$ cat config.mk
export PLATFORM = sky130hd
export DESIGN_NAME = rx_pause_ctrl
export DESIGN_NICKNAME = d
export VERILOG_FILES = /design/src/rtl/rx_pause_ctrl.sv
export SDC_FILE = /design/constraint.sdc
export NUM_CORES = 1
export LEC_CHECK = 0
export ABC_AREA = 1
export BUFFER_PORTS_ARGS = -buffer_cell sky130_fd_sc_hd__buf_2
export CAP_MARGIN = 5
export CORE_MARGIN = 2
export CORE_UTILIZATION = 40
export CTS_CLUSTER_DIAMETER = 40
export DETAILED_ROUTE_END_ITERATION = 7
export PLACE_DENSITY = 0.67
export SLEW_MARGIN = 15
export SYNTH_ARGS = -nofsm -noshare
export SYNTH_HDL_FRONTEND = slang
export SYNTH_SLANG_ARGS = --single-unit
export TNS_END_PERCENT = 50
$ cat constraint.sdc
create_clock -name clk -period 8 [get_ports clk]
set_input_delay 0.4 -clock clk [delete_from_list [all_inputs] [get_ports clk]]
set_output_delay 0.4 -clock clk [all_outputs]
set_load 0.005 [all_outputs]
$ cat src/rtl/rx_pause_ctrl.sv
module rx_pause_ctrl #(
  parameter int CNT_W  = 12,
  parameter int TIME_W = 16
) (
  input  logic              clk,
  input  logic              rst,
  input  logic [CNT_W-1:0]  fifo_level,
  input  logic [CNT_W-1:0]  fifo_capacity,
  input  logic              frame_start,
  input  logic [CNT_W-1:0]  frame_bytes,
  input  logic              desc_unavail,
  input  logic [5:0]        near_thresh,
  input  logic [2:0]        erx_sel,
  input  logic              auto_fifo_en,
  input  logic              auto_desc_en,
  input  logic              either_mode,
  input  logic              set_max,
  input  logic              set_zero,
  input  logic              tx_done,
  output logic              pause_req,
  output logic [TIME_W-1:0] pause_time,
  output logic              erx_irq,
  output logic              man_max_q,
  output logic              man_zero_q
);
  localparam int LW = CNT_W + 6;
  localparam int EW = CNT_W + 3;
  localparam logic [TIME_W-1:0] TMAX = {TIME_W{1'b1}};

  logic comb_q, nonempty_q, slot_v, slot_max, erx_fired;

  wire [LW-1:0] near_lvl = LW'({near_thresh, 5'b0});
  wire near = (near_thresh != 6'd0) && (LW'(fifo_level) >= near_lvl);

  wire trig_fifo = auto_fifo_en & near;
  wire trig_desc = auto_desc_en & desc_unavail;
  wire comb = either_mode ? (trig_fifo | trig_desc) : (trig_fifo & trig_desc);

  wire ev_max  = set_max | (comb & ~comb_q);
  wire ev_zero = set_zero | (auto_fifo_en & (fifo_level == '0) & nonempty_q);

  wire take     = ~pause_req & slot_v;
  wire keep_max = ev_max | (slot_v & slot_max & ~take);
  wire zero_ok  = ev_zero & ~(near & keep_max);

  wire ack      = pause_req & tx_done;
  wire done_max = ack & (pause_time == TMAX);
  wire done_0   = ack & (pause_time == '0);

  wire [EW-1:0] erx_lhs = {frame_bytes, 3'b000};
  wire [EW-1:0] erx_rhs = EW'(fifo_capacity) * EW'(erx_sel);
  wire erx_hit = (erx_sel != 3'd0) & (erx_lhs >= erx_rhs) & ~erx_fired;

  always_ff @(posedge clk) begin
    if (rst) begin
      comb_q     <= 1'b0;
      nonempty_q <= 1'b0;
      slot_v     <= 1'b0;
      slot_max   <= 1'b0;
      pause_req  <= 1'b0;
      pause_time <= '0;
      man_max_q  <= 1'b0;
      man_zero_q <= 1'b0;
      erx_irq    <= 1'b0;
      erx_fired  <= 1'b0;
    end else begin
      comb_q     <= comb;
      nonempty_q <= (fifo_level != '0);
      man_max_q  <= set_max  | (man_max_q  & ~done_max);
      man_zero_q <= set_zero | (man_zero_q & ~done_0);

      if (zero_ok) begin
        slot_v   <= 1'b1;
        slot_max <= 1'b0;
      end else if (ev_max) begin
        slot_v   <= 1'b1;
        slot_max <= 1'b1;
      end else if (take) begin
        slot_v   <= 1'b0;
      end

      if (ack) begin
        pause_req <= 1'b0;
      end else if (take) begin
        pause_req  <= 1'b1;
        pause_time <= slot_max ? TMAX : '0;
      end

      if (frame_start) begin
        erx_fired <= 1'b0;
        erx_irq   <= 1'b0;
      end else begin
        erx_fired <= erx_fired | erx_hit;
        erx_irq   <= erx_hit;
      end
    end
  end
endmodule

==> results of run 1 <==
-- registers in the layout, indices dropped and copies added, names as in the netlist --
register / count
comb_q: 1
erx_fired: 1
erx_irq: 1
man_max_q: 1
man_zero_q: 1
nonempty_q: 1
pause_req: 1
pause_time: 1
slot_max: 1
slot_v: 1
-- routing by layer --
metal	share of wire	track usage	routed length, um
met1	0.45	0.189	1970
met5	0	0	0
met2	0.49	0.322	2160
met4	0.017	0.0585	76
met3	0.044	0.0120	194
-- Yosys cell counts, drive strengths merged (2+ instances only) --
cell type   n  share of area
nand2      78           0.15
nand3      16          0.044
inv        65           0.12
a21oi      29          0.075
clkbuf      4         0.0074
dfxtp      10          0.099
xor2        6          0.026
buf        15          0.056
nor2       11          0.020
o31ai       2         0.0074
fa         11           0.11
xnor2       3          0.013
nor3        4         0.0099
or2         3         0.0093
ha         32           0.20
o21ai       7          0.019
nand4       4          0.015
-- kinds of logic (layout without fill, tap and decap cells) --
group           after synthesis  in the layout
simple gates                117            117
compound gates               43             43
buf+inv                      84            143
flops                        10             10
fa+ha+maj                    43             43
xor+xnor                      9              9
-- report_power, final --
part | internal (mW) | leakage, nW | switching (mW)
registers | 0.0539 | 0.0831 | 0.00327
logic | 0.0671 | 1.41 | 0.0891
clock network | 0.0433 | 0.0288 | 0.0204
total | 0.164 | 1.52 | 0.113
-- metrics by stage --
step | util | total power [mW] | hold WS (ns) | area (um^2)
6_report | 0.500 | 0.277 | 0.417 | 2410
5_1_grt | 0.500 | 0.309 | 0.421 | 2410
4_1_cts | 0.500 | 0.280 | 0.417 | 2410
3_5_place_dp | 0.488 | 0.215 | 0.414 | 2350
3_3_place_gp | 0.488 | 0.211 | 0.409 | 2350
2_1_floorplan | - | 0.174 | 0.399 | 2030
-- worst max-delay path, cell delays in order --
cell and delay (ns):
buf_2 0.19, nand2_1 0.09, inv_1 0.05, fa_1 0.54
ha_1 0.16, inv_1 0.07, fa_1 0.42, o21ai_2 0.22
nand4_2 0.10, nand2_2 0.09, a21boi_2 0.05, or2_1 0.22
nand2_1 0.06, a21oi_1 0.06, ha_1 0.29, a21oi_1 0.13
o21ai_0 0.09, a21oi_1 0.12, nand2_1 0.06, o31ai_1 0.09
a21oi_1 0.10
-- final timing paths --
path | start | end | slack [ns] | cells after the start
worst max-delay path | erx_sel[2] | erx_fired$_SDFF_PP0_ | 4.50 | 21
worst min-delay path | erx_fired$_SDFF_PP0_ | erx_irq$_SDFF_PP0_ | 0.42 | 1
worst max register to register | pause_req$_SDFFE_PP0P_ | slot_v$_SDFFE_PP0P_ | 7.05 | 5
worst min register to register | erx_fired$_SDFF_PP0_ | erx_irq$_SDFF_PP0_ | 0.42 | 1
-- cell type report --
type / count / area share
multi-input cells: 212 / 0.604
repair buffers: 74 / 0.154
inverters: 65 / 0.101
flip-flops and latches: 10 / 0.0832
well taps: 67 / 0.0348
clock buffers: 4 / 0.0229
==> results_dict.tcl, run 1 <==
set metrics [dict create \
    start_util 0.421 \
    final_common_cell "nand2_1" \
    drv_cap 0 \
    synth_edf_count 0 \
    fin_ws_ns 4.50 \
    synth_fa_ha_area_frac 0.306 \
    maxSlewViolCount 0 \
    cts.clk_slew.worst_paths_ns 0.05 \
    final_cell_mix "76 x nand2_1, 74 x buf_2, 65 x inv_1" \
    rsz0062_at_grt "no" \
    drt_iter0_markers 34 \
    diodes 0 \
    synth-seq-cells 10 \
    drc 0 \
    vias 2007 \
    clk_latency_ns 0.24 \
    vias_per_cell 4.65 \
    grt_max_degree 20 \
    cts_setup_buffers 0 \
    slew_headroom 0.674 \
    htreeDepth 1 \
    drive_above_1_share 0.241 \
    track_usage 0.166 \
    die_h_um 75.2 \
    die_area_um2 5650 \
    portBuffers 74 \
    avgSynthCellArea_um2 6.62 \
    cellPowerDensity_nw_per_um2 115 \
    numClockSinks 10 \
    ys_warn_count 0 \
    grt_pass1_vias 1880 \
    synth_area_um2 2030 \
    wl_um 4400 \
    synth_top_family_by_area "adder cells" \
    start_kind "primary input" \
    grt_pass1_wl_um 7310 \
    synth_nets 404 \
    critPathKind "primary input to flop" \
    multiInputGateArea_um2 1450 \
    seqCellArea_um2 200 \
    fillers 535 \
    fin_crit_sh 0.438 \
    async_flop_share 0 \
    tightestPinTransition_ns 0.484 \
    ys.flop_type "dfxtp_1" \
    synth-seq-area-share 0.0988 \
    final_cells 432 \
    crit_arrival_ns 3.62 \
    skew_ns 0.000656 \
    setup_viol 0 \
    rows 25 \
    dpl_worst_slack_ns 4.26 \
    place.gp.congestion 0.840 \
    postCtsResizedCells 0 \
    synthMuxAreaShare 0 \
    setup_tns_ns 0 \
    io_pins 75 \
    firstDrtPassIters 4 \
    cts_tree "built" \
    layout_min_cycle_time_ns 3.50 \
    synth_compound_area_frac 0.123 \
    place_inst 428 \
    status "finished clean" \
    dp_hpwl_um 3890 \
    numCtsBuffers 3 \
    antenna_found_initial 0 \
    grt-ovfl-total 0 \
    synth_cells 306 \
    critPathCaptureType "flop" \
    syn2layout_area_growth_pct 18.8 \
    finalHoldViolCount 0 \
    critPathMaxFanout 13 \
    max-vdd-ir-drop_v 0.0000435 \
    cts.path.max_buffers 2 \
    synth_simple_gate_area_frac 0.250 \
    hold_path_class "flop to flop" \
    cts_root_buf "clkbuf_8" \
    synthDistinctLibCells 30 \
    leakagePower_nw 1.52 \
    synth_xor_area_frac 0.0389 \
    fp.dieW_um 75.2 \
    coreArea_um2 4820 \
    wl_per_cell_um 10.2 \
    clock.fmax_ghz 0.286 \
    detail-route-antenna-nets 0 \
    holdBufCountCts 0 \
    critPathRequiredTime_ns 8.11 \
    nets 464 \
]
Note: power is estimated with default switching activity, not from simulation.
==> run 2: changes to the inputs <==
Clock period 8 ns to 3.6 ns, I/O delays scaled along.
==> run 2 against run 1 <==
Effect of this change: clock power rose by 85%; sequential power rose by 120%; core utilization fell by 0.29 points; combinational power rose by 120%.
==> results_dict.tcl, run 2 (synthesized netlist as in run 1, its figures left out) <==
set metrics [dict create \
    track_usage 0.167 \
    numClockSinks 10 \
    leakagePower_nw 1.51 \
    cts.path.max_buffers 2 \
    numCtsBuffers 3 \
    portBuffers 74 \
    cellPowerDensity_nw_per_um2 247 \
    power_frac_comb 0.585 \
    grt_max_degree 20 \
    tightestPinTransition_ns 0.393 \
    coreArea_um2 4820 \
    vias 1971 \
    fp.dieW_um 75.2 \
    start_util 0.421 \
    io_pins 75 \
    status "finished clean" \
    critPathKind "primary input to flop" \
    clkPwrFrac 0.200 \
    setup_viol 0 \
    switching_share 0.420 \
    vias_per_cell 4.57 \
    finalHoldViolCount 0 \
    firstDrtPassIters 4 \
    syn2layout_area_growth_pct 18.2 \
    grt-ovfl-total 0 \
    wl_um 4280 \
    die_h_um 75.2 \
    grt_pass1_vias 1802 \
    p_seq_frac 0.216 \
    cts_tree "built" \
    final_common_cell "nand2_1" \
    skew_ns 0.00106 \
    critPathMaxFanout 13 \
    diodes 0 \
    rows 25 \
    postCtsResizedCells 0 \
    finalPower_mw 0.590 \
    setup_tns_ns 0 \
    final_core_util 0.497 \
    detail-route-antenna-nets 0 \
    wl_per_cell_um 9.94 \
    grt_pass1_wl_um 7360 \
    antenna_found_initial 0 \
    maxSlewViolCount 0 \
    drt_iter0_markers 32 \
    crit_arrival_ns 3.37 \
    netSwitchingPower_mw 0.248 \
    drc 0 \
    max-vdd-ir-drop_v 0.0000869 \
    rsz0062_at_grt "no" \
    slew_headroom 0.736 \
    final_cell_mix "76 x nand2_1, 74 x buf_2, 65 x inv_1" \
    fin_crit_sh 0.904 \
    holdBufCountCts 0 \
    clock.fmax_ghz 0.307 \
    cts_root_buf "clkbuf_8" \
    drv_cap 0 \
    internal-power_mw 0.342 \
    critPathCaptureType "flop" \
    clk_latency_ns 0.24 \
    htreeDepth 1 \
    cts.clk_slew.worst_paths_ns 0.04 \
    drive_above_1_share 0.239 \
    dp_hpwl_um 3770 \
    hold_path_class "primary input to flop" \
    start_kind "primary input" \
    layout_min_cycle_time_ns 3.25 \
    critPathRequiredTime_ns 3.71 \
    die_area_um2 5650 \
    place.gp.congestion 0.821 \
    nets 464 \
]
run 2: cell types whose count changed in the layout (fill, tap and decap cells not counted):
cell,change
clkbuf_8,-1
run 2: power by group through the flow:
| stage | clock network, mW | logic [mW] | registers [mW] |
|---|---|---|---|
| after floorplan | 0 | 0.257 | 0.129 |
| after global placement | 0 | 0.340 | 0.129 |
| after detailed placement | 0 | 0.348 | 0.129 |
| after CTS | 0.121 | 0.350 | 0.127 |
| after global routing | 0.126 | 0.407 | 0.129 |
| final | 0.118 | 0.345 | 0.127 |
run 2: final cells by class:
type                    count  area (um^2)
well taps                  67         83.8
fillers                   503         2420
multi-input cells         212         1450
inverters                  65          244
flip-flops and latches     10          200
repair buffers             74          370
clock buffers               3         41.3
run 2: worst paths after layout:
kind | from | endpoint | slack (ns) | depth (start not counted)
setup / recovery | erx_sel[2] | erx_fired$_SDFF_PP0_ | 0.35 | 21
hold / removal | rst | slot_v$_SDFFE_PP0P_ | 0.20 | 2
setup reg to reg | pause_req$_SDFFE_PP0P_ | slot_v$_SDFFE_PP0P_ | 2.65 | 5
hold reg to reg | erx_fired$_SDFF_PP0_ | erx_irq$_SDFF_PP0_ | 0.41 | 1
run 2: routing by layer:
layer	wire length [um]	global-route usage
met1	1990	0.216
met2	2020	0.288
met3	197	0.0134
met4	83	0.0682
met5	0	0
run 2: worst max-delay path: stages:
cell,delay [ns]
buf_2,0.19
nand2_1,0.08
inv_1,0.05
fa_1,0.53
ha_1,0.16
inv_1,0.06
fa_1,0.42
o21ai_2,0.21
nand4_2,0.11
nand2_2,0.10
a21boi_2,0.05
or2_1,0.22
nand2_1,0.06
a21oi_1,0.06
ha_1,0.28
a21oi_1,0.14
o21ai_0,0.09
a21oi_1,0.12
nand2_1,0.06
o31ai_1,0.09
a21oi_1,0.11
run 2: timing repair:
action / in CTS / in global routing
endpoints found under the hold margin: 0 / 0
buffers inserted: 0 / 0
endpoints found under the setup margin: 0 / 1
run 2: through the flow:
stage,cells,worst slack (ns),cell area [um^2],hold WS [ns]
6_report,431,0.347,2390,0.199
3_5_place_dp,428,0.0638,2350,0.409
5_1_grt,431,0.0135,2390,0.211
3_3_place_gp,428,0.157,2350,0.409
2_1_floorplan,306,0.302,2030,0.334
4_1_cts,431,0.315,2390,0.192
